## src/rtl/ecc_syn_pkg.sv

```systemverilog
package ecc_syn_pkg;
  typedef enum logic [1:0] {
    ST_CLEAN  = 2'd0,
    ST_CHECK  = 2'd1,
    ST_FIX    = 2'd2,
    ST_BROKEN = 2'd3
  } ecc_status_e;
endpackage

```

## src/rtl/ecc_popcnt.sv

```systemverilog
module ecc_popcnt #(
  parameter int W = 22,
  localparam int CW = $clog2(W + 1)
) (
  input  logic [W-1:0]  vec,
  output logic [CW-1:0] cnt
);
  always_comb begin
    cnt = '0;
    for (int i = 0; i < W; i++) begin
      cnt = cnt + CW'(vec[i]);
    end
  end
endmodule

```

## src/rtl/ecc_classify.sv

```systemverilog
module ecc_classify
  import ecc_syn_pkg::*;
#(
  parameter int PAR_W = 11,
  localparam int SYN_W = 2 * PAR_W,
  localparam int POP_W = $clog2(SYN_W + 1)
) (
  input  logic [SYN_W-1:0] calc,
  input  logic [SYN_W-1:0] stor,
  output ecc_status_e      status,
  output logic [PAR_W-1:0] fix_idx
);
  logic [SYN_W-1:0] syn;
  logic [PAR_W-1:0] syn_lo, syn_hi;
  logic [POP_W-1:0] ones;

  assign syn    = calc ^ stor;
  assign syn_lo = syn[PAR_W-1:0];
  assign syn_hi = syn[SYN_W-1:PAR_W];

  ecc_popcnt #(.W(SYN_W)) u_pop (.vec(syn), .cnt(ones));

  always_comb begin
    status  = ST_BROKEN;
    fix_idx = '0;
    if (syn == '0 || calc == '0 || stor == '0) begin
      status = ST_CLEAN;
    end else if (ones == POP_W'(1)) begin
      status = ST_CHECK;
    end else if (ones == POP_W'(PAR_W) && (syn_lo ^ syn_hi) == '1) begin
      status  = ST_FIX;
      fix_idx = syn_lo;
    end
  end
endmodule

```

## src/rtl/ecc_syndrome_corrector.sv

```systemverilog
module ecc_syndrome_corrector
  import ecc_syn_pkg::*;
#(
  parameter int PAR_W  = 11,
  parameter int CODE_W = 24,
  localparam int SYN_W = 2 * PAR_W,
  localparam int BIT_W = 3,
  localparam int IDX_W = PAR_W - BIT_W + 1
) (
  input  logic                clk,
  input  logic                rst_n,
  input  logic                start,
  input  logic                wide,
  input  logic [2*CODE_W-1:0] calc_code,
  input  logic [2*CODE_W-1:0] stored_code,
  output logic                done,
  output logic                last,
  output logic [1:0]          status,
  output logic [IDX_W-1:0]    byte_idx,
  output logic [BIT_W-1:0]    bit_idx,
  output logic                uncorr_any
);
  // pad bits above the meaningful syndrome width never reach the logic
  logic unused_pad;
  assign unused_pad = ^{calc_code[2*CODE_W-1:CODE_W+SYN_W], calc_code[CODE_W-1:SYN_W],
                        stored_code[2*CODE_W-1:CODE_W+SYN_W], stored_code[CODE_W-1:SYN_W]};

  // sequencer state
  logic             pend_q, pend_d;
  logic [SYN_W-1:0] hi_calc_q, hi_stor_q;
  logic             lo_bad_q, lo_bad_d;
  logic             fire, cap_en, out_en;

  // output registers
  logic              done_q, done_d, last_q, last_d, any_q, any_d;
  ecc_status_e       st_q, st_d;
  logic [IDX_W-1:0]  byte_q, byte_d;
  logic [BIT_W-1:0]  bit_q, bit_d;

  // classifier interface
  logic [SYN_W-1:0] cls_calc, cls_stor;
  ecc_status_e      cls_st;
  logic [PAR_W-1:0] cls_idx;
  logic             cls_bad;

  assign fire   = start & ~pend_q;
  assign cap_en = fire & wide;
  assign out_en = fire | pend_q;

  assign cls_calc = pend_q ? hi_calc_q : calc_code[SYN_W-1:0];
  assign cls_stor = pend_q ? hi_stor_q : stored_code[SYN_W-1:0];

  ecc_classify #(.PAR_W(PAR_W)) u_cls (
    .calc   (cls_calc),
    .stor   (cls_stor),
    .status (cls_st),
    .fix_idx(cls_idx)
  );

  assign cls_bad = (cls_st == ST_BROKEN);

  always_comb begin
    pend_d   = cap_en;
    lo_bad_d = lo_bad_q;
    if (fire) lo_bad_d = cls_bad;
    done_d = out_en;
    last_d = (fire & ~wide) | pend_q;
    st_d   = cls_st;
    any_d  = pend_q ? (lo_bad_q | cls_bad) : cls_bad;
    if (cls_st == ST_FIX) begin
      byte_d = {pend_q, cls_idx[PAR_W-1:BIT_W]};
      bit_d  = cls_idx[BIT_W-1:0];
    end else begin
      byte_d = '0;
      bit_d  = '0;
    end
  end

  always_ff @(posedge clk or negedge rst_n) begin
    if (!rst_n) begin
      pend_q    <= 1'b0;
      lo_bad_q  <= 1'b0;
      hi_calc_q <= '0;
      hi_stor_q <= '0;
      done_q    <= 1'b0;
      last_q    <= 1'b0;
      any_q     <= 1'b0;
      st_q      <= ST_CLEAN;
      byte_q    <= '0;
      bit_q     <= '0;
    end else begin
      pend_q   <= pend_d;
      lo_bad_q <= lo_bad_d;
      done_q   <= done_d;
      last_q   <= last_d;
      if (cap_en) begin
        hi_calc_q <= calc_code[CODE_W+SYN_W-1:CODE_W];
        hi_stor_q <= stored_code[CODE_W+SYN_W-1:CODE_W];
      end
      if (out_en) begin
        st_q   <= st_d;
        byte_q <= byte_d;
        bit_q  <= bit_d;
        any_q  <= any_d;
      end
    end
  end

  assign done       = done_q;
  assign last       = last_q;
  assign status     = st_q;
  assign byte_idx   = byte_q;
  assign bit_idx    = bit_q;
  assign uncorr_any = any_q;

  // narrow request answers on the next cycle as a final result
  a_r6_narrow_next: assert property (@(posedge clk) disable iff (!rst_n)
    (start && !pend_q && !wide) |=> (done && last));

  // wide request answers on two consecutive cycles, final one last
  a_r7_wide_pair: assert property (@(posedge clk) disable iff (!rst_n)
    (start && !pend_q && wide) |=> (done && !last) ##1 (done && last));

  // a pending upper half never re-arms itself
  a_r9_no_rearm: assert property (@(posedge clk) disable iff (!rst_n)
    pend_q |=> !pend_q);

  // indices cleared unless the result is fixable
  a_r5_idx_clear: assert property (@(posedge clk) disable iff (!rst_n)
    (done && status != ST_FIX) |-> (byte_idx == '0 && bit_idx == '0));

  // a broken final half is always reflected in the combined flag
  a_r8_any_covers: assert property (@(posedge clk) disable iff (!rst_n)
    (done && last && status == ST_BROKEN) |-> uncorr_any);
endmodule

```

## config.mk

```make
export PLATFORM = sky130hd
export DESIGN_NAME = ecc_syndrome_corrector
export DESIGN_NICKNAME = d
export VERILOG_FILES = /design/src/rtl/ecc_syn_pkg.sv /design/src/rtl/ecc_popcnt.sv /design/src/rtl/ecc_classify.sv /design/src/rtl/ecc_syndrome_corrector.sv
export SDC_FILE = /design/constraint.sdc
export NUM_CORES = 1
export LEC_CHECK = 0
export BUFFER_PORTS_ARGS = -buffer_cell sky130_fd_sc_hd__buf_4
export CORE_ASPECT_RATIO = 1.4
export CORE_UTILIZATION = 57
export DETAILED_ROUTE_END_ITERATION = 7
export GPL_TIMING_DRIVEN = 0
export PLACE_DENSITY_LB_ADDON = 0.25
export SETUP_SLACK_MARGIN = 0.5
export SYNTH_ARGS = -nofsm -noshare
export SYNTH_HDL_FRONTEND = slang
export SYNTH_HIERARCHICAL = 1
export SYNTH_SLANG_ARGS = --single-unit
```

## constraint.sdc

```tcl
create_clock -name clk -period 13.3 [get_ports clk]
set_input_delay 0 -clock clk [delete_from_list [all_inputs] [get_ports clk]]
set_output_delay 0 -clock clk [all_outputs]
set_load 0.03 [all_outputs]
```

* Yosys cells after proc, flatten, opt, wreduce, memory -nomap -nowiden
Cells that the tools add are included.
** Cells by class
- $lt $le $gt $ge :: 0
- Divide/modulo/power cells :: 0
- $add $sub $neg :: 21
- Muxes and demuxes :: 11
- Bitwise logic cells :: 10
- Eq/ne operators :: 5
- Reduce and logical (&&, ||, !) cells :: 6
- Shift-type cells :: 0
- Multipliers :: 0
** Operator list (number)
- $add A5 B1 Y5 :: 17
- $logic_not A22 Y1 :: 3
- $mux W22 :: 2
- $mux W11 :: 3
- $xor A22 B22 Y22 :: 1
- $eq A11 B11 Y1 const B :: 1
- $xor A11 B11 Y11 :: 1
- $mux W9 :: 1
- $add A4 B1 Y5 :: 1
- $eq A5 B1 Y1 const B :: 1
- $eq A5 B4 Y1 const B :: 1
- $add A3 B1 Y4 :: 1
- $eq A2 B2 Y1 const B :: 2
- $mux W2 :: 2
- $add A2 B1 Y3 :: 1
- $and A1 B1 Y1 :: 3
- $mux W3 :: 1
- $or A1 B1 Y1 :: 3
- $add A1 B1 Y2 :: 1
- $logic_or A1 B1 Y1 :: 2
- $mux W1 :: 2
- $not A1 Y1 :: 2
- $logic_and A1 B1 Y1 :: 1
** Storage, ports and cells
- Memories kept :: 0
- Bits in read-only memories :: 0
- Memory bits (writable) :: 0
- Input port bits :: 100
- Bits in latches :: 0
- Output and inout port bits :: 17
- Logic and storage cells :: 63
- Bits in registers :: 63

* Longest topological paths before layout
- Word-level depth :: 31
- Gate-level depth with buffers :: 28
- Depth with buffers taken out :: 25

* By module
The synthesis kept the hierarchy.
** Modules (own cells, without submodules)
- ecc_syndrome_corrector :: times used 1, area each 2889.0 µm², seq. area each 1576.5 µm², cells each 192
- ecc_classify :: times used 1, area each 772.0 µm², seq. area each 0.0 µm², cells each 99
- ecc_popcnt :: times used 1, area each 563.0 µm², seq. area each 0.0 µm², cells each 62

* Worst setup path after synthesis
Ideal clock, no wire load.
- Kind :: register -> register
- Start :: register pend_q
- End :: register bit_q[0], in the netlist bit_idx[0]
- Setup slack :: 7.265 ns
- Period minus slack after synthesis :: 6.035 ns
- Arrival time :: 5.968 ns
- Setup time :: 0.066 ns
- Stages on the path, launching flop included :: 27
- Required time :: 13.234 ns
- Path buffers :: 3
- Cells stage by stage :: dfrtp_1 > buf_2 > buf_2 > mux2_2 > xnor2_1 > inv_1 > inv_1 > fa_1 > inv_1 > fa_1 > inv_1 > fa_1 > fa_1 > fa_1 > inv_1 > ha_1 > inv_1 > fa_1 > xnor2_1 > nor2_1 > nand4_1 > nor4_2 > nand3_1 > nor2b_1 > nor3b_2 > buf_2 > a22o_1
** On the way
- Elaborated cells between the ends (all ways) :: 45
- Classes of those cells :: add/sub (21); eq/ne (4); mux (9); bitwise (5); reduce/logical (6)
** RTL lines
- from (decl) :: line ecc_syndrome_corrector.sv:29 : logic pend_q, pend_d;
- from (signal assigned) :: line ecc_syndrome_corrector.sv:92 : pend_q <= pend_d;
- $mux W22 * :: line ecc_syndrome_corrector.sv:51 : assign cls_stor = pend_q ? hi_stor_q : stored_code[SYN_W-1:0];
- named net cls_stor[11] :: line ecc_syndrome_corrector.sv:41 : logic [SYN_W-1:0] cls_calc, cls_stor;
- $xor A22 B22 Y22 * :: line ecc_classify.sv:17 : assign syn = calc ^ stor;
- named net u_cls.syn[11] :: line ecc_classify.sv:13 : logic [SYN_W-1:0] syn;
- $add A5 B1 Y5 * (11 in a row) :: line ecc_popcnt.sv:11 : cnt = cnt + CW'(vec[i]);
- named net u_cls.ones[2] :: line ecc_classify.sv:15 : logic [POP_W-1:0] ones;
- $eq A5 B4 Y1 :: line ecc_classify.sv:30 : end else if (ones == POP_W'(PAR_W) && (syn_lo ^ syn_hi) == '1) begin
- $logic_and A1 B1 Y1 :: line ecc_classify.sv:30
- $mux W1 :: line ecc_classify.sv:30
- $mux W2 * :: line ecc_classify.sv:28 : end else if (ones == POP_W'(1)) begin
- $mux W2 * :: line ecc_classify.sv:26 : if (syn == '0 || calc == '0 || stor == '0) begin
- named net cls_st[0] :: line ecc_syndrome_corrector.sv:42 : ecc_status_e cls_st;
- $eq A2 B2 Y1 * :: line ecc_syndrome_corrector.sv:70 : if (cls_st == ST_FIX) begin
- $mux W3 * :: line ecc_syndrome_corrector.sv:70
- to (signal assigned) :: line ecc_syndrome_corrector.sv:103 : bit_q <= bit_d;
- to (decl) :: line ecc_syndrome_corrector.sv:38 : logic [BIT_W-1:0] bit_q, bit_d;
The timed path passes the listed nets; every way through them passes the cells marked *.
A chain may end at the register's enable or synchronous reset.

* Final worst setup path
- Start :: register pend_q
- End :: register byte_q[1], in the netlist byte_idx[1]
** On the way
- Elaborated cells between the ends (all ways) :: 45
- Classes of those cells :: add/sub (21); eq/ne (4); mux (9); bitwise (5); reduce/logical (6)
** RTL lines
- $mux W22 * :: line ecc_syndrome_corrector.sv:51
- named net cls_stor[3] :: line ecc_syndrome_corrector.sv:41
- $xor A22 B22 Y22 * :: line ecc_classify.sv:17
- named net u_cls.syn[3] :: line ecc_classify.sv:13
- $add A3 B1 Y4 * :: line ecc_popcnt.sv:11
- $add A4 B1 Y5 * :: line ecc_popcnt.sv:11
- $add A5 B1 Y5 * (17 in a row) :: line ecc_popcnt.sv:11
- named net u_cls.ones[2] :: line ecc_classify.sv:15
- $eq A5 B4 Y1 :: line ecc_classify.sv:30
- $logic_and A1 B1 Y1 :: line ecc_classify.sv:30
- $mux W1 :: line ecc_classify.sv:30
- $mux W2 * :: line ecc_classify.sv:28
- $mux W2 * :: line ecc_classify.sv:26
- named net cls_st[0] :: line ecc_syndrome_corrector.sv:42
- $eq A2 B2 Y1 * :: line ecc_syndrome_corrector.sv:70
- $mux W9 * :: line ecc_syndrome_corrector.sv:70
- to (signal assigned) :: line ecc_syndrome_corrector.sv:102 : byte_q <= byte_d;
- to (decl) :: line ecc_syndrome_corrector.sv:37 : logic [IDX_W-1:0] byte_q, byte_d;
Marked as above.

==> results_tabular.tex <==
\begin{tabular}{lr}
\hline
Metric & Value \\
\hline
\multicolumn{2}{l}{\textbf{Outcome}} \\
\quad Result of the run & completed \\
\multicolumn{2}{l}{\textbf{Floorplan}} \\
\quad Initial Util & 59.7\% \\
\quad Horizontal extent of the die & 74.8 um \\
\quad Core area & 0.00707 sq mm \\
\quad I/O pin count & 117 \\
\quad FP Rows & 36 \\
\quad Die footprint & 0.00776 sq mm \\
\quad Die Span Y & 104 um \\
\multicolumn{2}{l}{\textbf{Place}} \\
\quad Detailed placer's ending HPWL & 8.14 mm \\
\quad Port Buffer Count & 108 \\
\quad Worst slack at placement & 6540 ps \\
\quad DP Cell Count & 556 \\
\quad Gpl congestion & 0.919 \\
\multicolumn{2}{l}{\textbf{Power}} \\
\quad Pwr dens & 195 mW/mm\^{}2 \\
\quad Leak Pwr & 0.00280 uW \\
\quad Worst-case vdd ir drop & 0.000264 V \\
\multicolumn{2}{l}{\textbf{Worst setup path}} \\
\quad Most used cell along the critical path & sky130\_fd\_sc\_hd\_\_fa\_1 \\
\quad Worst Path Arrival & 7080 ps \\
\quad Startpoint type of the worst setup path & flop \\
\quad Worst R2R Start & pend\_q \\
\quad Crit path capture type & flop \\
\quad Worst R2R End & byte\_idx[1] \\
\quad CP Cell Sequence & buf\_2 > buf\_2 > mux2\_2 > xnor2\_1 > inv\_1 > inv\_1 > fa\_1 > fa\_1 > fa\_1 > fa\_1 > fa\_1 > inv\_1 > ha\_1 > inv\_1 > fa\_1 > xnor2\_1 > nor2\_1 > nand4\_1 > nor4\_2 > nand3\_1 > nor2b\_1 > nor3b\_2 > buf\_2 > a22o\_1 \\
\quad Category of the critical setup timing path & flop to flop \\
\quad Largest stage delay, worst path & 520 ps \\
\quad Register-to-Register Setup Slack & 6520 ps \\
\quad Critical-path top delay cell & sky130\_fd\_sc\_hd\_\_fa\_1 \\
\quad Maximum fanout along the worst path & 10 \\
\quad Reg2Reg Depth & 24 \\
\quad Endpoint required time on the critical path & 13590 ps \\
\multicolumn{2}{l}{\textbf{STA}} \\
\quad Setup ws final & 6520 ps \\
\quad Setup TNS & 0 ps \\
\quad Final setup viols & 0 \\
\quad RSZ-0062 raised after global routing & no \\
\quad Worst-case clock skew & 14.7 ps \\
\quad Maximum achievable frequency & 147 MHz \\
\quad Hold WS & 272 ps \\
\quad Headroom to the max-slew limit & 47.7\% \\
\quad Final period util & 51.0\% \\
\quad Number of failing hold endpoints at the final stage & 0 \\
\quad Max Slew Vio Count & 0 \\
\quad Worst slew pin tran & 785 ps \\
\quad Minimum clock period & 6780 ps \\
\multicolumn{2}{l}{\textbf{CTS}} \\
\quad Clock edge transition at the registers on the reported setup and hold paths & 70 ps \\
\quad Number of buffers on the longest clock path & 2 \\
\quad Library cell used as clock root buffer & sky130\_fd\_sc\_hd\_\_clkbuf\_8 \\
\quad Total CTS buffers & 9 \\
\quad Resized cells post-CTS & 0 \\
\quad CTS sink count & 63 \\
\quad Clk Latency, worst-skew pair & 360 ps \\
\quad Number of levels the H-tree was split into & 3 \\
\quad Clock tree from TritonCTS & yes \\
\multicolumn{2}{l}{\textbf{Final layout}} \\
\quad Filler instances & 416 \\
\quad Leading cell type in the layout, fill and taps excluded & sky130\_fd\_sc\_hd\_\_buf\_4 \\
\quad Seq. cell area & 0.00158 sq mm \\
\quad Antenna cells & 0 \\
\quad Layout Nets & 642 \\
\quad Multi-input combinational cell area & 0.00231 sq mm \\
\quad End-of-flow core utilization & 82.6\% \\
\quad Post-Layout Cell Count & 620 \\
\quad Share of final-layout standard cells stronger than drive strength 1 & 47.8\% \\
\quad Most frequent cells in the layout & 108 x sky130\_fd\_sc\_hd\_\_buf\_4, 86 x sky130\_fd\_sc\_hd\_\_mux2\_2, 63 x sky130\_fd\_sc\_hd\_\_dfrtp\_1 \\
\quad Area Overhead vs Synth & 38.3\% \\
\multicolumn{2}{l}{\textbf{Synthesis}} \\
\quad Dominant combinational cell family by area after synthesis & multiplexers \\
\quad Mapped cell area & 0.00422 sq mm \\
\quad Adder and majority gate portion of the synthesized area & 9.18\% \\
\quad Share of cell area taken by muxes after synthesis & 24.0\% \\
\quad Portion of the post-synthesis area used by sequential elements & 37.3\% \\
\quad Avg Inst Size Synth & 12.0 sq um \\
\quad Fraction of post-synthesis cell area in the top cell type by area & 37.3\% \\
\quad Compound-cell area share of the yosys netlist & 4.09\% \\
\quad Post-Syn Instances & 353 \\
\quad Xor and xnor area share after synthesis & 8.86\% \\
\quad Share of synthesized cell area in and, or, nand and nor gates & 8.56\% \\
\quad Yosys reg bits & 63 \\
\quad Unique masters post-synth & 34 \\
\quad Synth top area cells & sky130\_fd\_sc\_hd\_\_dfrtp\_1 37\%, sky130\_fd\_sc\_hd\_\_mux2\_2 23\%, sky130\_fd\_sc\_hd\_\_fa\_1 7.1\% \\
\quad Total of warnings raised by yosys & 6 \\
\quad Net count after synthesis & 475 \\
\quad Post-synth top area cell & sky130\_fd\_sc\_hd\_\_dfrtp\_1 \\
\multicolumn{2}{l}{\textbf{Global routing}} \\
\quad Antenna violations before repair & 0 \\
\quad Number of global-route vias before repair & 3772 \\
\quad Pin count of the biggest net entering global routing & 64 \\
\quad Wire length of the first global-routing pass & 18.2 mm \\
\quad Aggregate global routing overflow & 0 \\
\quad Overall global routing resource usage & 32.1\% \\
\multicolumn{2}{l}{\textbf{Detailed routing}} \\
\quad Average wire length per cell after detail routing & 18.4 um \\
\quad Via count & 3314 \\
\quad 1st-iter DRT viols & 168 \\
\quad Pre-antenna DRT Iters & 4 \\
\quad WL final & 11.4 mm \\
\quad Detail Route Antenna Nets & 0 \\
\quad Post-route DRC violation count & 0 \\
\quad DR vias/cell & 5.35 \\
\multicolumn{2}{l}{\textbf{Hold path}} \\
\quad Hold WC Path Type & input pin to asynchronous set/reset pin \\
\multicolumn{2}{l}{\textbf{Run}} \\
\quad Max\_cap viols & 0 \\
\hline
\end{tabular}
## layout make-up
class	instances	area share [%]
multi-input combinational	217	39.5
sequential	63	27.0
timing repair buffer	156	22.1
inverter	60	3.86
clock buffer	12	2.66
tap	95	2.03
buffer	13	1.93
clock inverter	4	0.900
## state kept, by name (all words and copies together), names as in the netlist
name / count
uncorr_any: 1
lo_bad_q: 1
pend_q: 1
byte_idx: 9
hi_calc_q: 22
last: 1
bit_idx: 3
status: 2
hi_stor_q: 22
done: 1
## synthesized netlist by cell type (all sizes together)
library cell  number
a211o              1
a21o               1
a21oi              1
a22o              11
a2bb2oi            1
a31oi              1
a32o               1
buf                9
clkbuf             4
dfrtp             63
fa                15
ha                 7
inv               60
mux2              89
nand2              3
nand2b             1
nand3              2
nand4              8
nor2               3
nor2b              2
nor3              12
nor3b              1
nor4              14
o21ai              5
or2b               1
or4                2
xnor2             35
## timing repair
item	in CTS	in global routing
hold buffers	48	0
setup buffers	0	0
hold endpoints to repair	109	0
endpoints found under the setup margin	0	0
## worst max path at each step
stage / start / to / depth (start not counted)
detailed placement: pend_q / byte_idx[1] / 24
floorplan: pend_q / bit_idx[0] / 26
global route: pend_q / bit_idx[1] / 24
global placement: pend_q / byte_idx[1] / 24
finish: pend_q / byte_idx[1] / 24
CTS: pend_q / byte_idx[1] / 24
## per-layer routing
layer / wire (um) / vias up / GRT usage (%) / share of wire, %
met5: 0 / - / 0 / 0
met4: 822 / 0 / 23.2 / 7.2
met3: 402 / 54 / 6.10 / 3.5
met2: 6180 / 127 / 55.7 / 54
met1: 3980 / 1599 / 32.7 / 35
li1: - / 1534 / - / -
## where the power goes
group | internal, uW | switching [uW] | leakage, uW
combinational | 343 | 386 | 0.00193
sequential | 220 | 14.0 | 0.000761
clock | 97.5 | 80.0 | 0.000107
total | 661 | 480 | 0.00280
## worst max-delay path: cells and delay by family (launching register included)
kind / cells / cell delay (ps)
AOI/OAI and AO/OA: 1 / 160
xor gates and xnor gates: 2 / 520
adders and majority gates: 7 / 2910
buffers and inverters: 7 / 1100
DFF: 1 / 370
muxes: 1 / 410
and+or+nand+nor: 6 / 1220
## through the flow
step	power, uW	area [sq um]
3_5_place_dp	960	5150
5_1_grt	1250	5840
6_report	1140	5840
4_1_cts	1150	5840
3_3_place_gp	915	5150
2_1_floorplan	792	4220
## logic make-up (layout without fill, tap and decap cells)
logic type,Yosys count,in the layout
compound gates,22,22
mux,89,89
xor+xnor,35,35
buf+inv,73,245
fa+ha+maj,22,22
flops,63,63
simple gates,49,49
Power figures use the tool's default switching activity.
